File: src/rtl/irqc_pkg.sv
package irqc_pkg;
   localparam int unsigned BYTE_W      = 8;
   localparam int unsigned SUMMARY_BIT = 7;
   localparam int unsigned MAX_SRC     = 7;

   typedef enum logic {
      SEL_FLAGS  = 1'b0,
      SEL_ENABLE = 1'b1
   } irqc_sel_e;
endpackage

File: src/rtl/irqc_flag_bank.sv
module irqc_flag_bank #(
   parameter int unsigned SRC_CNT = 7
) (
   input  logic               clk,
   input  logic               rst_n,
   input  logic [SRC_CNT-1:0] set_i,
   input  logic [SRC_CNT-1:0] strobe_clr_i,
   input  logic [SRC_CNT-1:0] write_clr_i,
   output logic [SRC_CNT-1:0] flags_o
);
   logic [SRC_CNT-1:0] flags_q;
   logic [SRC_CNT-1:0] clr_mask;
   logic [SRC_CNT-1:0] flags_d;

   always_comb begin
      clr_mask = strobe_clr_i | write_clr_i;
      // set wins over any clear on the same bit
      flags_d  = (flags_q & ~clr_mask) | set_i;
   end

   always_ff @(posedge clk or negedge rst_n) begin
      if (!rst_n) flags_q <= '0;
      else        flags_q <= flags_d;
   end

   assign flags_o = flags_q;

   // every pulsed bit is set after the edge
   a_r8_set_wins: assert property (@(posedge clk) disable iff (!rst_n)
      (|set_i) |=> ((flags_q & $past(set_i)) == $past(set_i)));

   // a cleared bit without a concurrent set ends up 0
   a_r10_clear_applies: assert property (@(posedge clk) disable iff (!rst_n)
      (|((strobe_clr_i | write_clr_i) & ~set_i))
      |=> ((flags_q & $past((strobe_clr_i | write_clr_i) & ~set_i)) == '0));

   // bits with neither set nor clear hold their value
   a_r2_untouched_hold: assert property (@(posedge clk) disable iff (!rst_n)
      1'b1 |=> ((flags_q & ~$past(set_i | strobe_clr_i | write_clr_i))
                == ($past(flags_q) & ~$past(set_i | strobe_clr_i | write_clr_i))));
endmodule

File: src/rtl/irqc_enable_bank.sv
module irqc_enable_bank #(
   parameter int unsigned SRC_CNT = 7
) (
   input  logic               clk,
   input  logic               rst_n,
   input  logic               wr_i,
   input  logic               mode_set_i,
   input  logic [SRC_CNT-1:0] bits_i,
   output logic [SRC_CNT-1:0] en_o
);
   logic [SRC_CNT-1:0] en_q;
   logic [SRC_CNT-1:0] en_d;

   always_comb begin
      en_d = en_q;
      if (wr_i) begin
         if (mode_set_i) en_d = en_q | bits_i;
         else            en_d = en_q & ~bits_i;
      end
   end

   always_ff @(posedge clk or negedge rst_n) begin
      if (!rst_n) en_q <= '0;
      else        en_q <= en_d;
   end

   assign en_o = en_q;

   a_r3_set_mode: assert property (@(posedge clk) disable iff (!rst_n)
      (wr_i && mode_set_i) |=> ((en_q & $past(bits_i)) == $past(bits_i)));

   a_r4_clear_mode: assert property (@(posedge clk) disable iff (!rst_n)
      (wr_i && !mode_set_i) |=> ((en_q & $past(bits_i)) == '0));

   // unselected enables never move
   a_r4_others_hold: assert property (@(posedge clk) disable iff (!rst_n)
      1'b1 |=> ((en_q & ~$past(wr_i ? bits_i : '0))
                == ($past(en_q) & ~$past(wr_i ? bits_i : '0))));
endmodule

File: src/rtl/irqc_read_mux.sv
module irqc_read_mux
   import irqc_pkg::*;
#(
   parameter int unsigned SRC_CNT = 7
) (
   input  irqc_sel_e          sel_i,
   input  logic [SRC_CNT-1:0] flags_i,
   input  logic [SRC_CNT-1:0] en_i,
   output logic               summary_o,
   output logic [BYTE_W-1:0]  rdata_o
);
   logic [SUMMARY_BIT-1:0] flags_pad;
   logic [SUMMARY_BIT-1:0] en_pad;

   for (genvar i = 0; i < SUMMARY_BIT; i++) begin : g_pad
      if (i < SRC_CNT) begin : g_live
         assign flags_pad[i] = flags_i[i];
         assign en_pad[i]    = en_i[i];
      end else begin : g_zero
         assign flags_pad[i] = 1'b0;
         assign en_pad[i]    = 1'b0;
      end
   end

   assign summary_o = |(flags_i & en_i);

   always_comb begin
      if (sel_i == SEL_ENABLE) rdata_o = {1'b1, en_pad};
      else                     rdata_o = {summary_o, flags_pad};
   end
endmodule

File: src/rtl/irq_flag_ctrl.sv
module irq_flag_ctrl
   import irqc_pkg::*;
#(
   parameter int unsigned SRC_CNT        = 7,
   parameter bit          IRQ_REGISTERED = 1'b1
) (
   input  logic               clk,
   input  logic               rst_n,
   input  logic [SRC_CNT-1:0] src_set,
   input  logic [SRC_CNT-1:0] src_clr,
   input  logic               reg_sel,
   input  logic               reg_wr,
   input  logic [7:0]         reg_wdata,
   output logic [7:0]         reg_rdata,
   output logic               irq
);
   if (SRC_CNT < 1 || SRC_CNT > MAX_SRC) begin : g_bad_cnt
      $error("irq_flag_ctrl: SRC_CNT must be 1..7");
   end

   irqc_sel_e          sel;
   logic               wr_flags;
   logic               wr_enable;
   logic [SRC_CNT-1:0] write_clr;
   logic [SRC_CNT-1:0] flags;
   logic [SRC_CNT-1:0] en;
   logic               summary;

   assign sel       = irqc_sel_e'(reg_sel);
   assign wr_flags  = reg_wr && (sel == SEL_FLAGS);
   assign wr_enable = reg_wr && (sel == SEL_ENABLE);
   assign write_clr = wr_flags ? reg_wdata[SRC_CNT-1:0] : '0;

   irqc_flag_bank #(.SRC_CNT(SRC_CNT)) u_flags (
      .clk          (clk),
      .rst_n        (rst_n),
      .set_i        (src_set),
      .strobe_clr_i (src_clr),
      .write_clr_i  (write_clr),
      .flags_o      (flags)
   );

   irqc_enable_bank #(.SRC_CNT(SRC_CNT)) u_enable (
      .clk        (clk),
      .rst_n      (rst_n),
      .wr_i       (wr_enable),
      .mode_set_i (reg_wdata[SUMMARY_BIT]),
      .bits_i     (reg_wdata[SRC_CNT-1:0]),
      .en_o       (en)
   );

   irqc_read_mux #(.SRC_CNT(SRC_CNT)) u_rmux (
      .sel_i     (sel),
      .flags_i   (flags),
      .en_i      (en),
      .summary_o (summary),
      .rdata_o   (reg_rdata)
   );

   if (IRQ_REGISTERED) begin : g_irq_reg
      logic irq_q;
      always_ff @(posedge clk or negedge rst_n) begin
         if (!rst_n) irq_q <= 1'b0;
         else        irq_q <= summary;
      end
      assign irq = irq_q;

      a_r9_irq_lag: assert property (@(posedge clk) disable iff (!rst_n)
         1'b1 |=> (irq == $past(summary)));

      // the flag summary bit read now predicts the request next cycle
      a_r6_summary_next: assert property (@(posedge clk) disable iff (!rst_n)
         (reg_sel == 1'b0) |=> (irq == $past(reg_rdata[SUMMARY_BIT])));
   end else begin : g_irq_comb
      assign irq = summary;
   end

   a_r5_enable_top_bit: assert property (@(posedge clk) disable iff (!rst_n)
      reg_sel |-> reg_rdata[SUMMARY_BIT]);

   a_r7_reset_quiet: assert property (@(posedge clk)
      !rst_n |-> (!irq && (flags == '0) && (en == '0)));
endmodule

File: config.mk
export PLATFORM = sky130hd
export DESIGN_NAME = irq_flag_ctrl
export DESIGN_NICKNAME = d
export VERILOG_FILES = /design/src/rtl/irqc_pkg.sv /design/src/rtl/irqc_flag_bank.sv /design/src/rtl/irqc_enable_bank.sv /design/src/rtl/irqc_read_mux.sv /design/src/rtl/irq_flag_ctrl.sv
export SDC_FILE = /design/constraint.sdc
export NUM_CORES = 1
export LEC_CHECK = 0
export ABC_AREA = 1
export BUFFER_PORTS_ARGS = -buffer_cell sky130_fd_sc_hd__buf_2
export CORE_MARGIN = 3
export CORE_UTILIZATION = 44
export DETAILED_ROUTE_END_ITERATION = 8
export GPL_ROUTABILITY_DRIVEN = 0
export PLACE_DENSITY = 0.83
export SLEW_MARGIN = 30
export SYNTH_ARGS = -nofsm -noshare
export SYNTH_HDL_FRONTEND = slang
export SYNTH_SLANG_ARGS = --single-unit
export TNS_END_PERCENT = 5
File: constraint.sdc
create_clock -name clk -period 1.08 [get_ports clk]
set_clock_uncertainty 0.05 [all_clocks]
set_input_delay 0.108 -clock clk [delete_from_list [all_inputs] [get_ports clk]]
set_output_delay 0.108 -clock clk [all_outputs]
set_load 0.01 [all_outputs]
==> run_results.csv <==
group,metric,value,unit
worst_setup_path,r2r_setup_slack,0.15,ns
logic_synthesis,syn_nets,125,
placed_design,place_area,931,um2
timing,hold_viol,0,
logic_synthesis,postSynthCellCount,99,
clock_network,cts_htree_levels,1,
routing,vias,823,
timing,setup_violations,8,
timing,worst_pin_slew,0.337,ns
floorplan,initial_core_util,0.483,
logic_synthesis,yosysWarnings,0,
timing,relSlewSlack,0.775,
timing,min_period,1.34,ns
worst_setup_path,critPathMaxFanout,2,
worst_setup_path,cp-end-kind,"output pin",
job,maxCapViolCount,0,
global_routing,grt_pass1_vias,755,
floorplan,core_area,1560,um2
global_routing,grt_pass1_wl,2.99,mm
placed_design,port-buffer-count,34,
finish,final_cell_mix,"34 x buf_2, 29 x nand2_1, 15 x dfrtp_1, 13 x o21ai_1",
global_routing,grt_remaining_overflow,0,
floorplan,die_h,47.4,um
power,p_seq_frac,0.462,
logic_synthesis,synth_seq_cells,15,
global_routing,grtUsageTotal,0.193,
routing,wl_per_cell,13.3,um
logic_synthesis,synth_area_per_cell,7.61,um2
routing,drc,0,
routing,drtIter0Drc,25,
clock_network,clock-sinks,15,
logic_synthesis,synth.distinct_cells,13,
floorplan,pin_count,35,
floorplan,dieArea,2240,um2
worst_setup_path,crit_type,"reg2out",
routing,dr.pass1.iters,4,
logic_synthesis,synth_area,753,um2
routing,ant_nets,0,
power,p_sw_frac,0.316,
global_routing,grt_max_degree,17,
power,combinationalPowerShare,0.313,
clock_network,cts_buffers,3,
timing,rsz0062_at_grt,"yes",
finish,antenna_cells,0,
timing,whs,0.0452,ns
worst_setup_path,crit_required,0.92,ns
finish,area_growth,49.5,%
finish,fin_area,1130,um2
power,irDropWorstVdd,0.00101,V
worst_setup_path,cp.arrival,1.19,ns
timing,setup_ws,-0.263,ns
finish,final_common_cell,"buf_2",
floorplan,die_w,47.4,um
power,clkPwrFrac,0.226,
hold_path,worstHoldStart,"reg_wdata[3]",
clock_network,cts-root-buf,"clkbuf_4",
hold_path,worstHoldPathType,"in2reg",
clock_network,cts_max_path_buffers,2,
timing,period_share,1.24,
finish,drive_gt1_frac,0.367,
worst_setup_path,cp-start-kind,"flip-flop",
logic_synthesis,yosysSeqAreaShare,0.498,
clock_network,clk_latency,0.28,ns
hold_path,min_path_cells,3,
global_routing,antenna_found_initial,0,
power,p_leak,0.624,nW
finish,nNetsFinal,177,
power,intPower,0.000999,W
placed_design,dp_hpwl,1.41,mm
placed_design,pre_cts_ws,0.0694,ns
status,status,"finished, violations left",
timing,maxSlewViolCount,0,
power,p_total,0.00146,W
clock_network,cts_tree,"yes",
routing,drt_wl_total,2.20,mm
power,p_sw,0.000462,W
floorplan,core.rowCount,14,
timing,clock.fmax,0.745,GHz
routing,viasPerCell,4.96,
power,p_per_area,1300,nW/um2
clock_network,clkTransAtPathRegs,0.09,ns
worst_setup_path,rr_worst_depth,4,
status,violations,"setup timing",
-- power groups by stage --
stage	clock, W	sequential, W	combinational, W
finish	0.000330	0.000674	0.000457
global route	0.000350	0.000682	0.000507
CTS	0.000326	0.000668	0.000402
detailed placement	0	0.000684	0.000313
global placement	0	0.000680	0.000302
floorplan	0	0.000679	0.000178
-- through the flow --
step            util  instances  setup TNS, ns
2_1_floorplan      -         99              0
3_3_place_gp   0.597        147              0
3_5_place_dp   0.597        147              0
4_1_cts        0.697        164         -0.998
5_1_grt        0.722        166          -1.71
6_report       0.722        166          -1.30
-- worst max-delay path: stages (launching register included) --
cell	delay, ns
dfrtp_1	0.41
buf_6	0.12
buf_6	0.10
nand2_2	0.05
o21ai_1	0.06
buf_2	0.15
-- area by class of cell --
| class | instances | area (um2) |
|---|---|---|
| repair buffers | 49 | 322 |
| fillers | 116 | 433 |
| clock inverters | 1 | 5.00 |
| inverters | 11 | 42.5 |
| clock buffers | 3 | 22.5 |
| multi-input cells | 71 | 339 |
| flip-flops and latches | 15 | 375 |
| well taps | 16 | 20.0 |
-- logic make-up after synthesis --
family | share of synthesized area
and+or+nand+nor | 0.266
DFF | 0.498
buffers and inverters | 0.0731
AOI/OAI and AO/OA | 0.163
-- per-layer routing --
| metal | vias up | GRT usage | part of all wire | routed length (um) |
|---|---|---|---|---|
| li1 | 416 | - | - | - |
| met1 | 375 | 0.219 | 0.40 | 874 |
| met2 | 30 | 0.348 | 0.54 | 1190 |
| met3 | 2 | 0.0345 | 0.053 | 117 |
| met4 | 0 | 0.0884 | 0.012 | 26 |
| met5 | - | 0 | 0 | 0 |
-- repair_timing --
action | CTS | global route
resized for setup | 9 | 10
endpoints found under the hold margin | 22 | 0
buffers inserted | 5 | 2
endpoints found under the setup margin | 8 | 8
hold buffers | 8 | 0
-- synth_stat cells (all sizes together) --
library cell  instances  share of area
inv                  10          0.050
dfrtp                15           0.50
nor2                  9          0.045
nand3                 8          0.053
a21o                  7          0.070
nand2                33           0.17
buf                   2          0.017
o21ai                14          0.093
clkinv                1         0.0066
-- worst max path at each step --
stage | startpoint | to | slack, ns
after floorplan | flip-flop | reg_rdata[7] | 0.21
after global placement | flip-flop | reg_rdata[7] | 0.07
after detailed placement | flip-flop | reg_rdata[7] | 0.07
after CTS | u_flags.flags_o[3] | reg_rdata[7] | -0.21
after global routing | flip-flop | reg_rdata[7] | -0.33
final | flip-flop | reg_rdata[2] | -0.26
No activity file was read; power rests on OpenSTA's default activity.
